### config.mk
export PLATFORM = sky130hd
export DESIGN_NAME = tblrd_unit
export DESIGN_NICKNAME = d
export VERILOG_FILES = /design/src/rtl/tblrd_pkg.sv /design/src/rtl/tblrd_addr.sv /design/src/rtl/tblrd_seq.sv /design/src/rtl/tblrd_hreg.sv /design/src/rtl/tblrd_unit.sv
export SDC_FILE = /design/constraint.sdc
export NUM_CORES = 1
export LEC_CHECK = 0
export ABC_CLOCK_PERIOD_IN_PS = 1250
export BUFFER_PORTS_ARGS = -buffer_cell sky130_fd_sc_hd__buf_2
export CORE_MARGIN = 2
export CORE_UTILIZATION = 42
export DETAILED_ROUTE_END_ITERATION = 10
export GPL_TIMING_DRIVEN = 0
export PLACE_DENSITY = 0.79
export SLEW_MARGIN = 30
export SYNTH_ARGS = -nofsm -noshare
export SYNTH_HDL_FRONTEND = slang
export SYNTH_SLANG_ARGS = --single-unit
### constraint.sdc
create_clock -name clk -period 1.25 [get_ports clk]
set_input_delay 0 -clock clk [delete_from_list [all_inputs] [get_ports clk]]
set_output_delay 0 -clock clk [all_outputs]
set_load 0.02 [all_outputs]
### src/rtl/tblrd_pkg.sv
package tblrd_pkg;
  typedef enum logic [1:0] {
    ST_IDLE  = 2'd0,
    ST_FETCH = 2'd1,
    ST_WRITE = 2'd2
  } tblrd_state_e;
endpackage

### src/rtl/tblrd_addr.sv
module tblrd_addr #(
  parameter int PA_W = 11,
  parameter int TP_W = 8
) (
  input  logic            clk,
  input  logic            rst_n,
  input  logic            capture,
  input  logic            last_page,
  input  logic [TP_W-1:0] tblp,
  input  logic [PA_W-1:0] pc,
  output logic [PA_W-1:0] addr_q
);
  localparam int PG_W = PA_W - TP_W;

  logic [PG_W-1:0] page_sel;

  genvar gi;
  generate
    for (gi = 0; gi < PG_W; gi++) begin : g_page
      assign page_sel[gi] = last_page | pc[TP_W+gi];
    end
  endgenerate

  always_ff @(posedge clk) begin
    if (!rst_n) addr_q <= '0;
    else if (capture) addr_q <= {page_sel, tblp};
  end

  // the captured address stays put unless a new request is captured
  p_addr_hold_r9: assert property (@(posedge clk) disable iff (!rst_n)
    !capture |=> $stable(addr_q));
  // a last-page capture lands on the all-ones page
  p_last_page_r2: assert property (@(posedge clk) disable iff (!rst_n)
    (capture && last_page) |=> (&addr_q[PA_W-1:TP_W]));
endmodule

### src/rtl/tblrd_seq.sv
module tblrd_seq
  import tblrd_pkg::*;
(
  input  logic clk,
  input  logic rst_n,
  input  logic req_valid,
  output logic req_ready,
  output logic accept,
  output logic in_fetch,
  output logic in_write
);
  tblrd_state_e st_q, st_d;

  assign req_ready = (st_q != ST_FETCH);
  assign accept    = req_valid && req_ready;
  assign in_fetch  = (st_q == ST_FETCH);
  assign in_write  = (st_q == ST_WRITE);

  always_comb begin
    st_d = st_q;
    unique case (st_q)
      ST_IDLE:  if (accept) st_d = ST_FETCH;
      ST_FETCH: st_d = ST_WRITE;
      ST_WRITE: st_d = accept ? ST_FETCH : ST_IDLE;
      default:  st_d = ST_IDLE;
    endcase
  end

  always_ff @(posedge clk) begin
    if (!rst_n) st_q <= ST_IDLE;
    else        st_q <= st_d;
  end

  // a fetch cycle is always followed by a write cycle
  p_fetch_then_write_r4: assert property (@(posedge clk) disable iff (!rst_n)
    in_fetch |=> in_write);
  // a taken request opens a fetch cycle
  p_accept_fetch_r3: assert property (@(posedge clk) disable iff (!rst_n)
    (req_valid && req_ready) |=> in_fetch);
  // a request shown while not ready is not taken
  p_busy_ignore_r6: assert property (@(posedge clk) disable iff (!rst_n)
    in_fetch |=> !in_fetch);
endmodule

### src/rtl/tblrd_hreg.sv
module tblrd_hreg #(
  parameter int BW = 8
) (
  input  logic          clk,
  input  logic          rst_n,
  input  logic          load,
  input  logic [BW-1:0] din,
  output logic [BW-1:0] q
);
  always_ff @(posedge clk) begin
    if (!rst_n)    q <= '0;
    else if (load) q <= din;
  end

  // the table-high value only moves on a write-cycle load
  p_tblh_hold_r6: assert property (@(posedge clk) disable iff (!rst_n)
    !load |=> $stable(q));
  // a load makes the byte visible on the next cycle
  p_tblh_load_r5: assert property (@(posedge clk) disable iff (!rst_n)
    load |=> (q == $past(din)));
endmodule

### src/rtl/tblrd_unit.sv
module tblrd_unit #(
  parameter int PA_W = 11,
  parameter int TP_W = 8,
  parameter int DW   = 16,
  parameter int DA_W = 7
) (
  input  logic            clk,
  input  logic            rst_n,
  input  logic            req_valid,
  output logic            req_ready,
  input  logic            req_mode,
  input  logic [DA_W-1:0] req_dest,
  input  logic [TP_W-1:0] tblp,
  input  logic [PA_W-1:0] pc,
  output logic            pm_rd_en,
  output logic [PA_W-1:0] pm_addr,
  input  logic [DW-1:0]   pm_rdata,
  output logic            dm_we,
  output logic [DA_W-1:0] dm_addr,
  output logic [DW/2-1:0] dm_wdata,
  output logic            busy,
  output logic [DW/2-1:0] tblh
);
  localparam int BW = DW / 2;

  logic            accept, in_fetch, in_write;
  logic [PA_W-1:0] addr_q;
  logic [DA_W-1:0] dest_q;

  tblrd_seq u_seq (
    .clk(clk), .rst_n(rst_n), .req_valid(req_valid), .req_ready(req_ready),
    .accept(accept), .in_fetch(in_fetch), .in_write(in_write)
  );

  tblrd_addr #(.PA_W(PA_W), .TP_W(TP_W)) u_addr (
    .clk(clk), .rst_n(rst_n), .capture(accept), .last_page(req_mode),
    .tblp(tblp), .pc(pc), .addr_q(addr_q)
  );

  always_ff @(posedge clk) begin
    if (!rst_n)      dest_q <= '0;
    else if (accept) dest_q <= req_dest;
  end

  tblrd_hreg #(.BW(BW)) u_hreg (
    .clk(clk), .rst_n(rst_n), .load(in_write),
    .din(pm_rdata[DW-1:BW]), .q(tblh)
  );

  assign busy     = in_fetch;
  assign pm_rd_en = in_fetch;
  assign pm_addr  = in_fetch ? addr_q : '0;
  assign dm_we    = in_write;
  assign dm_addr  = in_write ? dest_q : '0;
  assign dm_wdata = in_write ? pm_rdata[BW-1:0] : '0;

  // one write strobe per read, never two in a row
  p_single_write_r4: assert property (@(posedge clk) disable iff (!rst_n)
    dm_we |=> !dm_we);
  // busy never coexists with ready
  p_busy_not_ready_r3: assert property (@(posedge clk) disable iff (!rst_n)
    busy |-> !req_ready);
  // the write cycle follows a read issue
  p_write_after_read_r4: assert property (@(posedge clk) disable iff (!rst_n)
    pm_rd_en |=> dm_we);
endmodule

# Word level (Yosys, flattened, before mapping)
# Index checks and enable logic that the tools add are counted.
# word_totals
out_inout_bits	38
wordCells	19
inputBits	46
regBits	28
# classes
eq_ne	4
muxes	6
n_reduce_logical	2
n_bitwise	3
# ops
op	count
$mux W11	1
$mux W8	1
$mux W7	1
$pmux W2 S3	1
$ne A2 B1 Y1 const B	2
$or A1 B1 Y1	3
$eq A2 B1 Y1 const B	1
$eq A2 B2 Y1 const B	1
$logic_not A2 Y1	1
$mux W2	1
$logic_and A1 B1 Y1	1
$mux W1	1

# Longest topological paths before layout
# logic_depth
depth_word	4
depth_mapped	6
depth_no_buf	4

# Cells and area by module
# Synthesis repeated with hierarchy kept, for this count alone.
# hier_totals
cells_unflattened	124
area_unflattened_um2	1258.7
# modules_own_cells
module	area_per_inst_um2	instances	cells_per_inst
tblrd_unit	445.4	1	51
tblrd_addr	426.7	1	39
tblrd_hreg	301.5	1	25
tblrd_seq	85.1	1	9

# Least setup slack after synthesis
# No wires, ideal clock.
# synth_timing
path_type	register -> register
startpoint	register u_seq.st_q[1]
endpoint	register dest_q[4]
setup_ns	0.072
stages_incl_launch_ff	5
t_arrival_ns	0.956
n_path_buf	1
path_slack_ns	0.223
period_less_slack_ns	1.027
required_time_ns	1.178
cell_sequence	dfxtp_1 nand2b_4 nand2_4 buf_6 mux2i_1
# synth_via
elab_chain_cells	2
# synth_lines
element	line_no	rtl
start, declared	tblrd_seq.sv:12	tblrd_state_e st_q, st_d;
start signal, assigned	tblrd_seq.sv:31	else st_q <= st_d;
$ne A2 B1 Y1	tblrd_seq.sv:14	assign req_ready = (st_q != ST_FETCH);
via req_ready	tblrd_unit.sv:10	output logic req_ready,
$logic_and A1 B1 Y1	tblrd_seq.sv:15	assign accept = req_valid && req_ready;
end signal, assigned	tblrd_unit.sv:42	else if (accept) dest_q <= req_dest;
end, declared	tblrd_unit.sv:28	logic [DA_W-1:0] dest_q;
# The timed path passes the listed nets, and every way through them passes these cells.
# A chain may end at the register's enable or synchronous reset.

# Worst setup path after layout
# layout_timing
startpoint	register u_seq.st_q[0]
endpoint	output pm_addr[4]
# layout_via
elab_chain_cells	2
# layout_lines
element	line_no	rtl
$eq A2 B1 Y1	tblrd_seq.sv:16	assign in_fetch = (st_q == ST_FETCH);
$mux W11	tblrd_unit.sv:52	assign pm_addr = in_fetch ? addr_q : '0;
end, declared	tblrd_unit.sv:16	output logic [PA_W-1:0] pm_addr,
# Every way passes these cells.

==> impl_metrics.prom <==
# TYPE chip_impl_metric gauge
chip_impl_metric{name="internal_power",unit="mW"} 1.53
chip_impl_metric{name="pwr-share-comb",unit="%"} 22.9
chip_impl_info{name="most_common_cell_after_layout_fill_and_taps_aside",value="nand2_1"} 1
chip_impl_metric{name="p_total",unit="mW"} 2.03
chip_impl_metric{name="netlist_area",unit="um^2"} 1370
chip_impl_metric{name="post_synth_inst_count",unit=""} 151
chip_impl_metric{name="number_of_global_route_vias_before_repair",unit=""} 1455
chip_impl_metric{name="switching_share",unit="%"} 24.3
chip_impl_metric{name="slew_headroom",unit="%"} 73.0
chip_impl_metric{name="crit_fanout",unit=""} 6
chip_impl_metric{name="number_of_antenna_violations_at_the_first_check_in_global_routing",unit=""} 0
chip_impl_info{name="synth_top_family_by_area",value="simple AND/OR/NAND/NOR gates"} 1
chip_impl_metric{name="met2WireLength",unit="um"} 2190
chip_impl_metric{name="timing.final.ws_setup",unit="ns"} -0.0427
chip_impl_metric{name="grt_overflow",unit=""} 0
chip_impl_metric{name="place_congestion",unit=""} 0.724
chip_impl_metric{name="dpl.hpwl",unit="um"} 2260
chip_impl_metric{name="power.leakage",unit="nW"} 1.19
chip_impl_metric{name="synth_fp_nets",unit=""} 197
chip_impl_info{name="setup_repair_after_global_routing_missed_its_margin",value="yes"} 1
chip_impl_info{name="crit_path_start_kind",value="flip-flop"} 1
chip_impl_metric{name="clock_skew",unit="ns"} 0.00636
chip_impl_metric{name="timing.critical_path.arrival",unit="ns"} 1.29
chip_impl_metric{name="power.share.sequential",unit="%"} 47.9
chip_impl_metric{name="placed_cell_area",unit="um^2"} 1790
chip_impl_metric{name="floorplan.io_pins",unit=""} 84
chip_impl_metric{name="wl_met3",unit="um"} 176
chip_impl_metric{name="chipWidth",unit="um"} 61.0
chip_impl_info{name="worstSetupStartpoint",value="u_seq.st_q[0]$_SDFFE_PN0P_"} 1
chip_impl_metric{name="cp_slowest_stage_delay",unit="ns"} 0.36
chip_impl_metric{name="die_height",unit="um"} 61.0
chip_impl_info{name="hp-start",value="req_mode"} 1
chip_impl_info{name="crit-reg2reg-launch",value="u_seq.st_q[0]$_SDFFE_PN0P_"} 1
chip_impl_metric{name="tritoncts.num_buffers",unit=""} 3
chip_impl_metric{name="timing.final.setup_violations",unit=""} 25
chip_impl_metric{name="core_area",unit="um^2"} 3080
chip_impl_info{name="timing_worst_setup_path_type",value="flip-flop to output port"} 1
chip_impl_metric{name="post_synth_xor_area_fraction",unit="%"} 0
chip_impl_info{name="netlist.top_cell.by_area",value="dfxtp_1"} 1
chip_impl_metric{name="wire_per_inst",unit="um"} 12.9
chip_impl_metric{name="switching_component_of_the_power",unit="mW"} 0.494
chip_impl_metric{name="synth_adder_area_share",unit="%"} 0
chip_impl_metric{name="synth-compound-area-share",unit="%"} 6.60
chip_impl_info{name="tritoncts",value="built"} 1
chip_impl_metric{name="grt_max_degree",unit=""} 17
chip_impl_metric{name="grt_first_pass_wirelength",unit="um"} 6180
chip_impl_metric{name="cell_rows",unit=""} 20
chip_impl_metric{name="muxShareOfSynthArea",unit="%"} 13.2
chip_impl_metric{name="drt-vias-per-instance",unit=""} 4.61
chip_impl_info{name="worst_hold_class",value="primary input to flip-flop"} 1
chip_impl_metric{name="timing.final.crit_period",unit="ns"} 1.29
chip_impl_metric{name="maxCapViolCount",unit=""} 0
chip_impl_info{name="status",value="complete, but fails checks"} 1
chip_impl_metric{name="hold-path-cell-count",unit=""} 3
chip_impl_metric{name="ys_warn_count",unit=""} 0
chip_impl_metric{name="data_required_time_of_the_worst_path",unit="ns"} 1.25
chip_impl_metric{name="ctsLongestPathBuffers",unit=""} 2
chip_impl_info{name="post_synth_main_area_contributors",value="dfxtp_1 41%, nand2_1 14%, mux2i_1 13%"} 1
chip_impl_metric{name="share_clk_of_total_power",unit="%"} 29.2
chip_impl_metric{name="synth_seq_area_share",unit="%"} 41.1
chip_impl_metric{name="postSynthAreaPerCell",unit="um^2"} 9.04
chip_impl_metric{name="dr_total_vias",unit=""} 1429
chip_impl_metric{name="total_global_routing_track_utilization",unit="%"} 22.6
chip_impl_info{name="critical_path.endpoint_type",value="output port"} 1
chip_impl_metric{name="worstSetupPathDepth",unit=""} 6
chip_impl_info{name="ctsRootBufferMaster",value="clkbuf_4"} 1
chip_impl_metric{name="placement.io_buffers",unit=""} 74
chip_impl_metric{name="worstPathBufferInverterCount",unit=""} 4
chip_impl_metric{name="final_nets",unit=""} 313
chip_impl_metric{name="met1Wirelength",unit="um"} 1530
chip_impl_metric{name="fraction_of_the_mapped_netlist_area_in_simple_logic_gates",unit="%"} 31.4
chip_impl_metric{name="die-area",unit="um^2"} 3720
chip_impl_metric{name="synth.top_cell.area_share",unit="%"} 41.1
chip_impl_metric{name="hold_slack",unit="ns"} 0.00639
chip_impl_info{name="critical-path-top-cell-by-count",value="buf_6"} 1
chip_impl_info{name="top_layer_used",value="met4"} 1
chip_impl_metric{name="fin_crit_sh",unit="%"} 103
chip_impl_metric{name="worst-r2r-cell-count",unit=""} 6
chip_impl_metric{name="ant_nets",unit=""} 0
chip_impl_metric{name="finish.instance_area",unit="um^2"} 2440
chip_impl_metric{name="synth_cell_types",unit=""} 19
chip_impl_metric{name="htreeDepth",unit=""} 1
chip_impl_metric{name="detail_route.drc_violations",unit=""} 0
chip_impl_metric{name="cts_sinks",unit=""} 28
chip_impl_metric{name="clk_pin_slew",unit="ns"} 0.15
chip_impl_metric{name="report.final.slew_viol_count",unit=""} 0
chip_impl_metric{name="synth.ff_latch_count",unit=""} 28
chip_impl_metric{name="hold_violations",unit=""} 0
chip_impl_metric{name="drt-total-wl",unit="um"} 4000
chip_impl_info{name="most-common-layout-cells",value="50 x nand2_1, 49 x buf_2, 32 x buf_6"} 1
chip_impl_info{name="timing.critical_path.cells",value="buf_6, nand2b_4, inv_4, buf_6, and2_4, buf_6"} 1
chip_impl_metric{name="maxClockFrequency",unit="GHz"} 0.774
chip_impl_metric{name="drt_first_pass_iters",unit=""} 4
chip_impl_metric{name="worst_skew_pair.late_latency",unit="ns"} 0.33
chip_impl_metric{name="initial_core_utilization",unit="%"} 44.3
chip_impl_metric{name="antenna-diode-count",unit=""} 0
chip_impl_metric{name="powerDensity",unit="nW/um^2"} 833
chip_impl_metric{name="dr.first_iter.drc_count",unit=""} 23
chip_impl_info{name="cpLargestDelayFamily",value="buffers and inverters"} 1
chip_impl_metric{name="syn2layout_area_growth",unit="%"} 78.5
chip_impl_metric{name="timing_worst_slew_pin_value",unit="ns"} 0.405
chip_impl_metric{name="drive_gt1_share",unit="%"} 48.9
chip_impl_metric{name="irDropWorstVdd",unit="mV"} 0.652
chip_impl_info{name="failing_checks",value="setup timing"} 1
chip_impl_info{name="crit_path_top_delay_cell",value="dfxtp_2"} 1
## registers in the layout, summed over array words and instances (netlist names)
name           cells
u_addr.addr_q     11
u_hreg.q           8
dest_q             7
u_seq.st_q         2
## cell type report
| class | count | area (um^2) |
|---|---|---|
| Clock inverter | 1 | 30.0 |
| Inverter | 2 | 17.5 |
| Clock buffer | 3 | 22.5 |
| Fill cell | 219 | 642 |
| Sequential cell | 28 | 563 |
| Tap cell | 44 | 55.1 |
| Buffer | 10 | 100 |
| Multi-Input combinational cell | 110 | 738 |
| Timing Repair Buffer | 112 | 910 |
## worst min-delay path, stage by stage
cell and delay (ns):
buf_2 0.09, o21ai_0 0.08, mux2i_1 0.13
## final timing paths
check / to / slack, ns
min: u_addr.addr_q[9]$_SDFFE_PN0P_ / 0.006
max: pm_addr[4] / -0.04
min reg2reg: dest_q[3]$_SDFFE_PN0P_ / 0.47
max reg2reg: u_addr.addr_q[1]$_SDFFE_PN0P_ / 0.06
## routing by layer
layer	track usage, %	vias to the layer above
met4	9.63	0
met5	0	-
met1	23.3	667
met3	2.10	10
met2	45.8	48
li1	-	704
## through the flow
stage | utilization [%] | instances | worst slack, ns | TNS [ns]
2_1_floorplan | - | 151 | 0.223 | 0
3_3_place_gp | 58.2 | 269 | 0.113 | 0
3_5_place_dp | 58.2 | 269 | 0.107 | 0
4_1_cts | 78.9 | 311 | -0.0950 | -1.90
5_1_grt | 79.1 | 310 | -0.0932 | -1.84
6_report | 79.1 | 310 | -0.0427 | -0.669
## logic make-up (layout without fill, tap and decap cells)
kind of cell / after synthesis / in the layout
flip-flops: 28 / 28
buffers and inverters: 13 / 128
multiplexers: 18 / 18
AO/OA/AOI/OAI: 11 / 11
AND/OR/NAND/NOR: 81 / 81
## synth_stat cells, drive strengths merged
library cell / instances
a21boi: 8
and2: 27
buf: 10
clkbuf: 1
dfxtp: 28
inv: 2
mux2i: 18
nand2: 51
nand2b: 2
nor2: 1
o21ai: 3
## power groups by stage
stage	clock network, mW	logic (mW)	registers (mW)
floorplan	0	0.194	0.991
global placement	0	0.308	0.987
detailed placement	0	0.313	0.989
CTS	0.605	0.454	0.971
global route	0.638	0.502	0.977
finish	0.593	0.464	0.972
## repair_timing
item                       in CTS  in global routing
setup endpoints to repair      27                 34
buffers inserted                6                  0
hold endpoints to repair       27                  0
pin swaps                      24                  0
resized for setup              74                  7
cloned                          2                  0
hold buffers                   30                  0
No activity file was read; power rests on OpenSTA's default activity.
